===== src/rtl/fpx_pkg.sv =====
package fpx_pkg;
  localparam int REG_CNT = 3;   // index 0 control, 1 status, 2 instruction address

  typedef enum logic [1:0] {
    ST_IDLE,
    ST_ISSUE,
    ST_WAIT,
    ST_PAD
  } fpx_state_e;

  typedef enum logic [1:0] {
    OPND_REG,
    OPND_MEM_STEP,
    OPND_MEM_FIXED
  } opnd_e;
endpackage


===== src/rtl/fpx_decode.sv =====
module fpx_decode
  import fpx_pkg::*;
#(
  parameter int EXT_W   = 16,
  parameter int EA_W    = 6,
  parameter int DIR_BIT = 13,
  parameter int MASK_LO = 10,
  parameter int REG_N   = 3
) (
  input  logic [EXT_W-1:0] ext_word,
  input  logic [EA_W-1:0]  ea_field,
  output logic             dir,
  output logic [REG_N-1:0] sel,
  output opnd_e            kind,
  output logic [2:0]       rnum
);
  localparam int MODE_LO = 3;

  logic [2:0] mode;
  logic       unused_ext;

  assign dir        = ext_word[DIR_BIT];
  assign mode       = ea_field[MODE_LO +: 3];
  assign rnum       = ea_field[2:0];
  assign unused_ext = ^ext_word;

  // highest mask bit maps to index 0, which transfers first
  for (genvar i = 0; i < REG_N; i++) begin : g_sel
    assign sel[i] = ext_word[MASK_LO + REG_N - 1 - i];
  end

  always_comb begin
    if (mode == 3'd0)                       kind = OPND_REG;
    else if (mode == 3'd5 || mode == 3'd6)  kind = OPND_MEM_STEP;
    else                                    kind = OPND_MEM_FIXED;
  end
endmodule


===== src/rtl/fpx_pick.sv =====
module fpx_pick #(
  parameter int REG_N = 3
) (
  input  logic [REG_N-1:0] pending,
  output logic [REG_N-1:0] first_oh,
  output logic             any
);
  // lowest set bit wins: fixed order control, status, address
  assign first_oh = pending & (~pending + REG_N'(1));
  assign any      = |pending;
endmodule


===== src/rtl/fpx_addr_step.sv =====
module fpx_addr_step #(
  parameter int ADDR_W    = 32,
  parameter int ADDR_STEP = 4
) (
  input  logic              clk,
  input  logic              rst,
  input  logic              load,
  input  logic [ADDR_W-1:0] base,
  input  logic              step,
  output logic [ADDR_W-1:0] addr
);
  always_ff @(posedge clk) begin
    if (rst)       addr <= '0;
    else if (load) addr <= base;
    else if (step) addr <= addr + ADDR_W'(ADDR_STEP);
  end
endmodule


===== src/rtl/fpx_ctlregs.sv =====
module fpx_ctlregs #(
  parameter int DATA_W = 32,
  parameter int REG_N  = 3
) (
  input  logic                          clk,
  input  logic                          rst,
  input  logic [REG_N-1:0]              we,
  input  logic [DATA_W-1:0]             wdata,
  output logic [REG_N-1:0][DATA_W-1:0]  q
);
  for (genvar i = 0; i < REG_N; i++) begin : g_reg
    always_ff @(posedge clk) begin
      if (rst)        q[i] <= '0;
      else if (we[i]) q[i] <= wdata;
    end
  end
endmodule


===== src/rtl/fpctl_xfer_seq.sv =====
module fpctl_xfer_seq
  import fpx_pkg::*;
#(
  parameter int DATA_W    = 32,
  parameter int ADDR_W    = 32,
  parameter int EXT_W     = 16,
  parameter int EA_W      = 6,
  parameter int DIR_BIT   = 13,
  parameter int MASK_LO   = 10,
  parameter int ADDR_STEP = 4,
  parameter int MIN_CYC   = 10
) (
  input  logic              clk,
  input  logic              rst,
  input  logic              start,
  input  logic [EXT_W-1:0]  ext_word,
  input  logic [EA_W-1:0]   ea_field,
  input  logic [ADDR_W-1:0] ea_addr,
  input  logic              ea_addr_vld,
  output logic              bus_req,
  output logic              bus_we,
  output logic [ADDR_W-1:0] bus_addr,
  output logic [DATA_W-1:0] bus_wdata,
  input  logic [DATA_W-1:0] bus_rdata,
  input  logic              bus_ack,
  input  logic              bus_err,
  output logic [2:0]        rf_sel,
  output logic              rf_wr,
  output logic [DATA_W-1:0] rf_wdata,
  input  logic [DATA_W-1:0] rf_rdata,
  output logic [DATA_W-1:0] ctl_q,
  output logic [DATA_W-1:0] sts_q,
  output logic [DATA_W-1:0] iar_q,
  output logic              busy,
  output logic              done,
  output logic              err
);
  localparam int REG_N = REG_CNT;
  localparam int CNT_W = $clog2(MIN_CYC + 1);

  fpx_state_e state;
  opnd_e      kind_q;
  logic       dir_q;
  logic [REG_N-1:0] pending;
  logic [REG_N-1:0] cur_oh;
  logic [CNT_W-1:0] occ_cnt;

  logic             dec_dir;
  logic [REG_N-1:0] dec_sel;
  opnd_e            dec_kind;
  logic [2:0]       dec_rnum;

  logic [REG_N-1:0] pk_oh;
  logic             pk_any;

  logic                          ag_load, ag_step;
  logic [ADDR_W-1:0]             ag_base, ag_addr;
  logic [REG_N-1:0]              rb_we;
  logic [DATA_W-1:0]             rb_wdata;
  logic [REG_N-1:0][DATA_W-1:0]  rb_q;

  function automatic logic [DATA_W-1:0] sel_word(
    input logic [REG_N-1:0]             oh,
    input logic [REG_N-1:0][DATA_W-1:0] w
  );
    logic [DATA_W-1:0] r;
    r = '0;
    for (int i = 0; i < REG_N; i++) begin
      if (oh[i]) r = r | w[i];
    end
    return r;
  endfunction

  fpx_decode #(
    .EXT_W(EXT_W), .EA_W(EA_W), .DIR_BIT(DIR_BIT), .MASK_LO(MASK_LO), .REG_N(REG_N)
  ) u_dec (
    .ext_word(ext_word), .ea_field(ea_field),
    .dir(dec_dir), .sel(dec_sel), .kind(dec_kind), .rnum(dec_rnum)
  );

  fpx_pick #(.REG_N(REG_N)) u_pick (
    .pending(pending), .first_oh(pk_oh), .any(pk_any)
  );

  assign ag_load = (state == ST_IDLE) && start;
  assign ag_base = ea_addr_vld ? ea_addr : {ADDR_W{1'b1}};
  assign ag_step = (state == ST_WAIT) && bus_ack && !bus_err && (kind_q == OPND_MEM_STEP);

  fpx_addr_step #(.ADDR_W(ADDR_W), .ADDR_STEP(ADDR_STEP)) u_addr (
    .clk(clk), .rst(rst), .load(ag_load), .base(ag_base), .step(ag_step), .addr(ag_addr)
  );

  always_comb begin
    rb_we    = '0;
    rb_wdata = bus_rdata;
    if (state == ST_ISSUE && kind_q == OPND_REG && !dir_q && pk_any) begin
      rb_we    = pk_oh;
      rb_wdata = rf_rdata;
    end else if (state == ST_WAIT && bus_ack && !bus_err && !dir_q) begin
      rb_we    = cur_oh;
    end
  end

  fpx_ctlregs #(.DATA_W(DATA_W), .REG_N(REG_N)) u_regs (
    .clk(clk), .rst(rst), .we(rb_we), .wdata(rb_wdata), .q(rb_q)
  );

  assign ctl_q = rb_q[0];
  assign sts_q = rb_q[1];
  assign iar_q = rb_q[2];

  always_ff @(posedge clk) begin
    if (rst) begin
      state     <= ST_IDLE;
      kind_q    <= OPND_REG;
      dir_q     <= 1'b0;
      pending   <= '0;
      cur_oh    <= '0;
      occ_cnt   <= '0;
      bus_req   <= 1'b0;
      bus_we    <= 1'b0;
      bus_addr  <= '0;
      bus_wdata <= '0;
      rf_sel    <= '0;
      rf_wr     <= 1'b0;
      rf_wdata  <= '0;
      busy      <= 1'b0;
      done      <= 1'b0;
      err       <= 1'b0;
    end else begin
      done  <= 1'b0;
      rf_wr <= 1'b0;
      if (state != ST_IDLE && occ_cnt < CNT_W'(MIN_CYC)) occ_cnt <= occ_cnt + CNT_W'(1);
      unique case (state)
        ST_IDLE: begin
          if (start) begin
            dir_q   <= dec_dir;
            kind_q  <= dec_kind;
            pending <= dec_sel;
            rf_sel  <= dec_rnum;
            err     <= 1'b0;
            occ_cnt <= CNT_W'(1);
            if (dec_sel == '0) begin
              done <= 1'b1;
            end else begin
              busy  <= 1'b1;
              state <= ST_ISSUE;
            end
          end
        end
        ST_ISSUE: begin
          if (!pk_any) begin
            state <= ST_PAD;
          end else begin
            pending <= pending & ~pk_oh;
            cur_oh  <= pk_oh;
            if (kind_q == OPND_REG) begin
              if (dir_q) begin
                rf_wr    <= 1'b1;
                rf_wdata <= sel_word(pk_oh, rb_q);
              end
            end else begin
              bus_req   <= 1'b1;
              bus_we    <= dir_q;
              bus_addr  <= ag_addr;
              bus_wdata <= sel_word(pk_oh, rb_q);
              state     <= ST_WAIT;
            end
          end
        end
        ST_WAIT: begin
          if (bus_err) begin
            bus_req <= 1'b0;
            bus_we  <= 1'b0;
            err     <= 1'b1;
            done    <= 1'b1;
            busy    <= 1'b0;
            pending <= '0;
            state   <= ST_IDLE;
          end else if (bus_ack) begin
            bus_req <= 1'b0;
            bus_we  <= 1'b0;
            state   <= ST_ISSUE;
          end
        end
        ST_PAD: begin
          if (occ_cnt >= CNT_W'(MIN_CYC)) begin
            done  <= 1'b1;
            busy  <= 1'b0;
            state <= ST_IDLE;
          end
        end
        default: state <= ST_IDLE;
      endcase
    end
  end
endmodule


===== config.mk =====
export PLATFORM = sky130hd
export DESIGN_NAME = fpctl_xfer_seq
export DESIGN_NICKNAME = d
export VERILOG_FILES = /design/src/rtl/fpx_pkg.sv /design/src/rtl/fpx_decode.sv /design/src/rtl/fpx_pick.sv /design/src/rtl/fpx_addr_step.sv /design/src/rtl/fpx_ctlregs.sv /design/src/rtl/fpctl_xfer_seq.sv
export SDC_FILE = /design/constraint.sdc
export NUM_CORES = 1
export LEC_CHECK = 0
export ABC_AREA = 1
export BUFFER_PORTS_ARGS = -buffer_cell sky130_fd_sc_hd__clkbuf_2
export CELL_PAD_IN_SITES_DETAIL_PLACEMENT = 0
export CELL_PAD_IN_SITES_GLOBAL_PLACEMENT = 1
export CORE_MARGIN = 2
export CORE_UTILIZATION = 32
export DETAILED_ROUTE_END_ITERATION = 8
export PLACE_DENSITY_LB_ADDON = 0.15
export SLEW_MARGIN = 20
export SYNTH_ARGS = -nofsm -noshare
export SYNTH_HDL_FRONTEND = slang
export SYNTH_SLANG_ARGS = --single-unit

===== constraint.sdc =====
create_clock -name clk -period 1.6 [get_ports clk]
set_input_delay 0.08 -clock clk [delete_from_list [all_inputs] [get_ports clk]]
set_output_delay 0.08 -clock clk [all_outputs]
set_load 0.05 [all_outputs]

==> results.cfg <==
[run_status]
outcome = finished with violations
violations = negative setup slack

[floorplan]
row_count = 68
core_um2 = 34710
ioPinCount = 325
dieArea_um2 = 36960
initial_utilization = 0.3267
die_x_um = 192.2
fp.dieH_um = 192.2

[route]
drt_iter0_drc = 656
ant_nets = 0
wl_per_cell_um = 17.67
firstDrtPassIters = 5
routed_wl_mm = 48.51
vias = 13049
drc = 0
avgViaCountPerCell = 4.754

[logic_synthesis]
yosysMostFrequentCell = nor2_1
ys_ff_latch = 248
yosys_warnings = 0
synth_ff_type = dfxtp_1
synth_top_area_frac = 0.4378
async_flop_share = 0
syn_inst = 1721
synth_area_um2 = 11340
ys_types = 38
syn_area_per_cell_um2 = 6.589
ys_seq_area_frac = 0.4378
yosysTopAreaCell = dfxtp_1
synth_fp_nets = 1853
synth_commonest_cells = nor2_1, nand2_1, dfxtp_1, o21ai_0, inv_1
synth_edf_count = 0
synth_area_leaders = dfxtp_1, nor2_1, nand2_1

[pwr]
power.share.switching = 0.3823
p_clk_frac = 0.287
power.leakage_nw = 8.745
peakVddDrop_mv = 0.8158
p_per_area_nw_per_um2 = 1275
pwr-share-comb = 0.391
p_total_mw = 23.84
cellInternalPower_mw = 14.72
p_sw_mw = 9.114
seqPwrFrac = 0.323

[clocking]
clkSinkCount = 248
cts_tree = done
cts_max_level = 1
insertion_delay_ns = 0.56
clkTransAtPathRegs_ns = 0.06
clock_path_buffers = 3
root_buffer = clkbuf_16
cts_inserted_buffers = 29

[critical_path]
cp-end-kind = flip-flop
cp_max_fo = 6
crit_path_start_kind = flip-flop
worst-setup-path-type = flip-flop to flip-flop
crit_required_ns = 2.09
critPathArrivalTime_ns = 2.22

[sta]
finalCriticalPeriod_ns = 1.738
period_share = 1.086
clock.fmax_mhz = 575.5
rsz0062_at_grt = true
worst_pin_slew_ns = 0.4912
finalClockSkew_ns = 0.01387
relSlewSlack = 0.6722
setup_tns_ns = -13.53
slew_violations = 0
final.setup.worst_slack_ns = -0.1376
setup_viol = 194
final-hold-violation-count = 0

[layout]
nets = 2400
diodes = 0
multi_input_area_um2 = 6640
stdcell_count = 2745
drive_gt1_frac = 0.3467
area_growth_pct = 64.92
num-fill-cells = 3372
register_area_um2 = 4984

[flow_run]
max-cap-violations = 0

[grt]
grt-ovfl-total = 0
track_usage = 0.2303
grt_pass1_wl_mm = 66.63
antenna_found_initial = 0
grt_pass1_vias = 12008
grt_max_degree = 58

[min_path]
holdCritPathClass = input pin to flip-flop

[placed_design]
place_congestion = 0.8885
dpl.hpwl_mm = 29.56
placed_cells = 2524
io_buffer_count = 312
## power by group through the flow
| stage | logic (mW) | registers (mW) | clock network (mW) |
|---|---|---|---|
| CTS | 8.17 | 7.62 | 6.95 |
| floorplan | 3.14 | 9.04 | 0 |
| detailed placement | 7.39 | 7.71 | 0 |
| finish | 9.32 | 7.69 | 6.83 |
| global placement | 7.38 | 7.71 | 0 |
| global route | 10.0 | 7.79 | 7.19 |
## what timing repair did
action	4_1_cts	5_1_grt
hold buffers	105	0
setup buffers	13	15
pin swaps	9	62
gates cloned	6	33
resized for setup	112	252
endpoints found under the setup margin	188	240
endpoints found under the hold margin	139	0
## cell usage in the layout (no fill, tap or decap), types with 8 or more instances in the layout
| master | instances |
|---|---|
| nand2_8 | 8 |
| buf_4 | 107 |
| buf_6 | 24 |
| and2_4 | 8 |
| dfxtp_2 | 9 |
| nand2_4 | 19 |
| and2_1 | 12 |
| buf_12 | 29 |
| a21oi_1 | 40 |
| clkbuf_16 | 53 |
| nor3_1 | 16 |
| inv_4 | 9 |
| a31oi_1 | 8 |
| nand2_1 | 377 |
| nand3_1 | 60 |
| nor2_2 | 55 |
| inv_1 | 82 |
| o211ai_1 | 20 |
| clkbuf_1 | 8 |
| nor2_1 | 392 |
| dlygate4sd3_1 | 105 |
| nor2_4 | 22 |
| o21ai_2 | 45 |
| o21ai_1 | 16 |
| o21ai_4 | 18 |
| o21ai_0 | 99 |
| nand2_2 | 19 |
| clkbuf_2 | 312 |
| dfxtp_1 | 237 |
## state kept, by name (all words and copies together) (netlist names), 2 cells and up
signal and count:
kind_q 2, rf_wdata 32, cur_oh 3, u_regs.q 96, bus_wdata 32, bus_addr 32
u_addr.addr 32, occ_cnt 4, state 2, rf_sel 3, pending 3
## kinds of logic after synthesis
family                   count (synthesis)  synth area share
flip-flops                             248            0.4378
XOR/XNOR                                 9          0.006951
AND/OR/NAND/NOR                       1000            0.3511
buffers and inverters                  198           0.07393
adder cells (fa/ha/maj)                  8          0.008827
AO/OA/AOI/OAI                          258            0.1214
## metal layers
metal / routed length, um / GRT usage / vias up / share of wire
met2: 24250 / 0.3985 / 388 / 0.50
li1: - / - / 6547 / -
met4: 1348 / 0.05696 / 0 / 0.028
met5: 0 / 0 / - / 0
met3: 3128 / 0.05116 / 81 / 0.064
met1: 19790 / 0.2893 / 6033 / 0.41
## critical path: stages, from the launching register on
cell and delay, ns:
dfxtp_4 0.37, inv_4 0.06, ha_4 0.13, nand2_4 0.06, nor2_4 0.12, buf_6 0.12, inv_4 0.03, nand2_4 0.08
inv_8 0.06, nand2_8 0.07, nand2_8 0.07, buf_6 0.14, buf_12 0.14, and2_1 0.13, nor2_1 0.09
## final timing paths
check	start	endpoint	slack (ns)	cells past startpoint
setup reg to reg	state[1]	u_regs.q[84]	-0.14	14
hold reg to reg	busy	busy	0.46	2
hold / removal	ea_field[4]	kind_q[0]	0.02	6
setup / recovery	state[1]	u_regs.q[84]	-0.14	14
## metrics by stage
stage                     cell area (um2)  setup slack [ns]  utilization  hold WS (ns)
after floorplan                     11510         -0.001278            -        0.2221
after global placement              14460           -0.1270       0.4165        0.3133
after detailed placement            14460           -0.1461       0.4165        0.3181
after CTS                           17110           -0.1318       0.4929      0.004419
after global routing                18700           -0.2305       0.5387       0.06411
final                               18700           -0.1376       0.5387       0.01958
## final cells by class
type                    count  area share
flip-flops and latches    248      0.2665
clock buffers              43     0.04483
well taps                 455     0.03044
clock inverters            10    0.006891
inverters                  99     0.02241
repair buffers            613      0.2739
multi-input cells        1277      0.3551
Note: power is estimated with default switching activity, not from simulation.
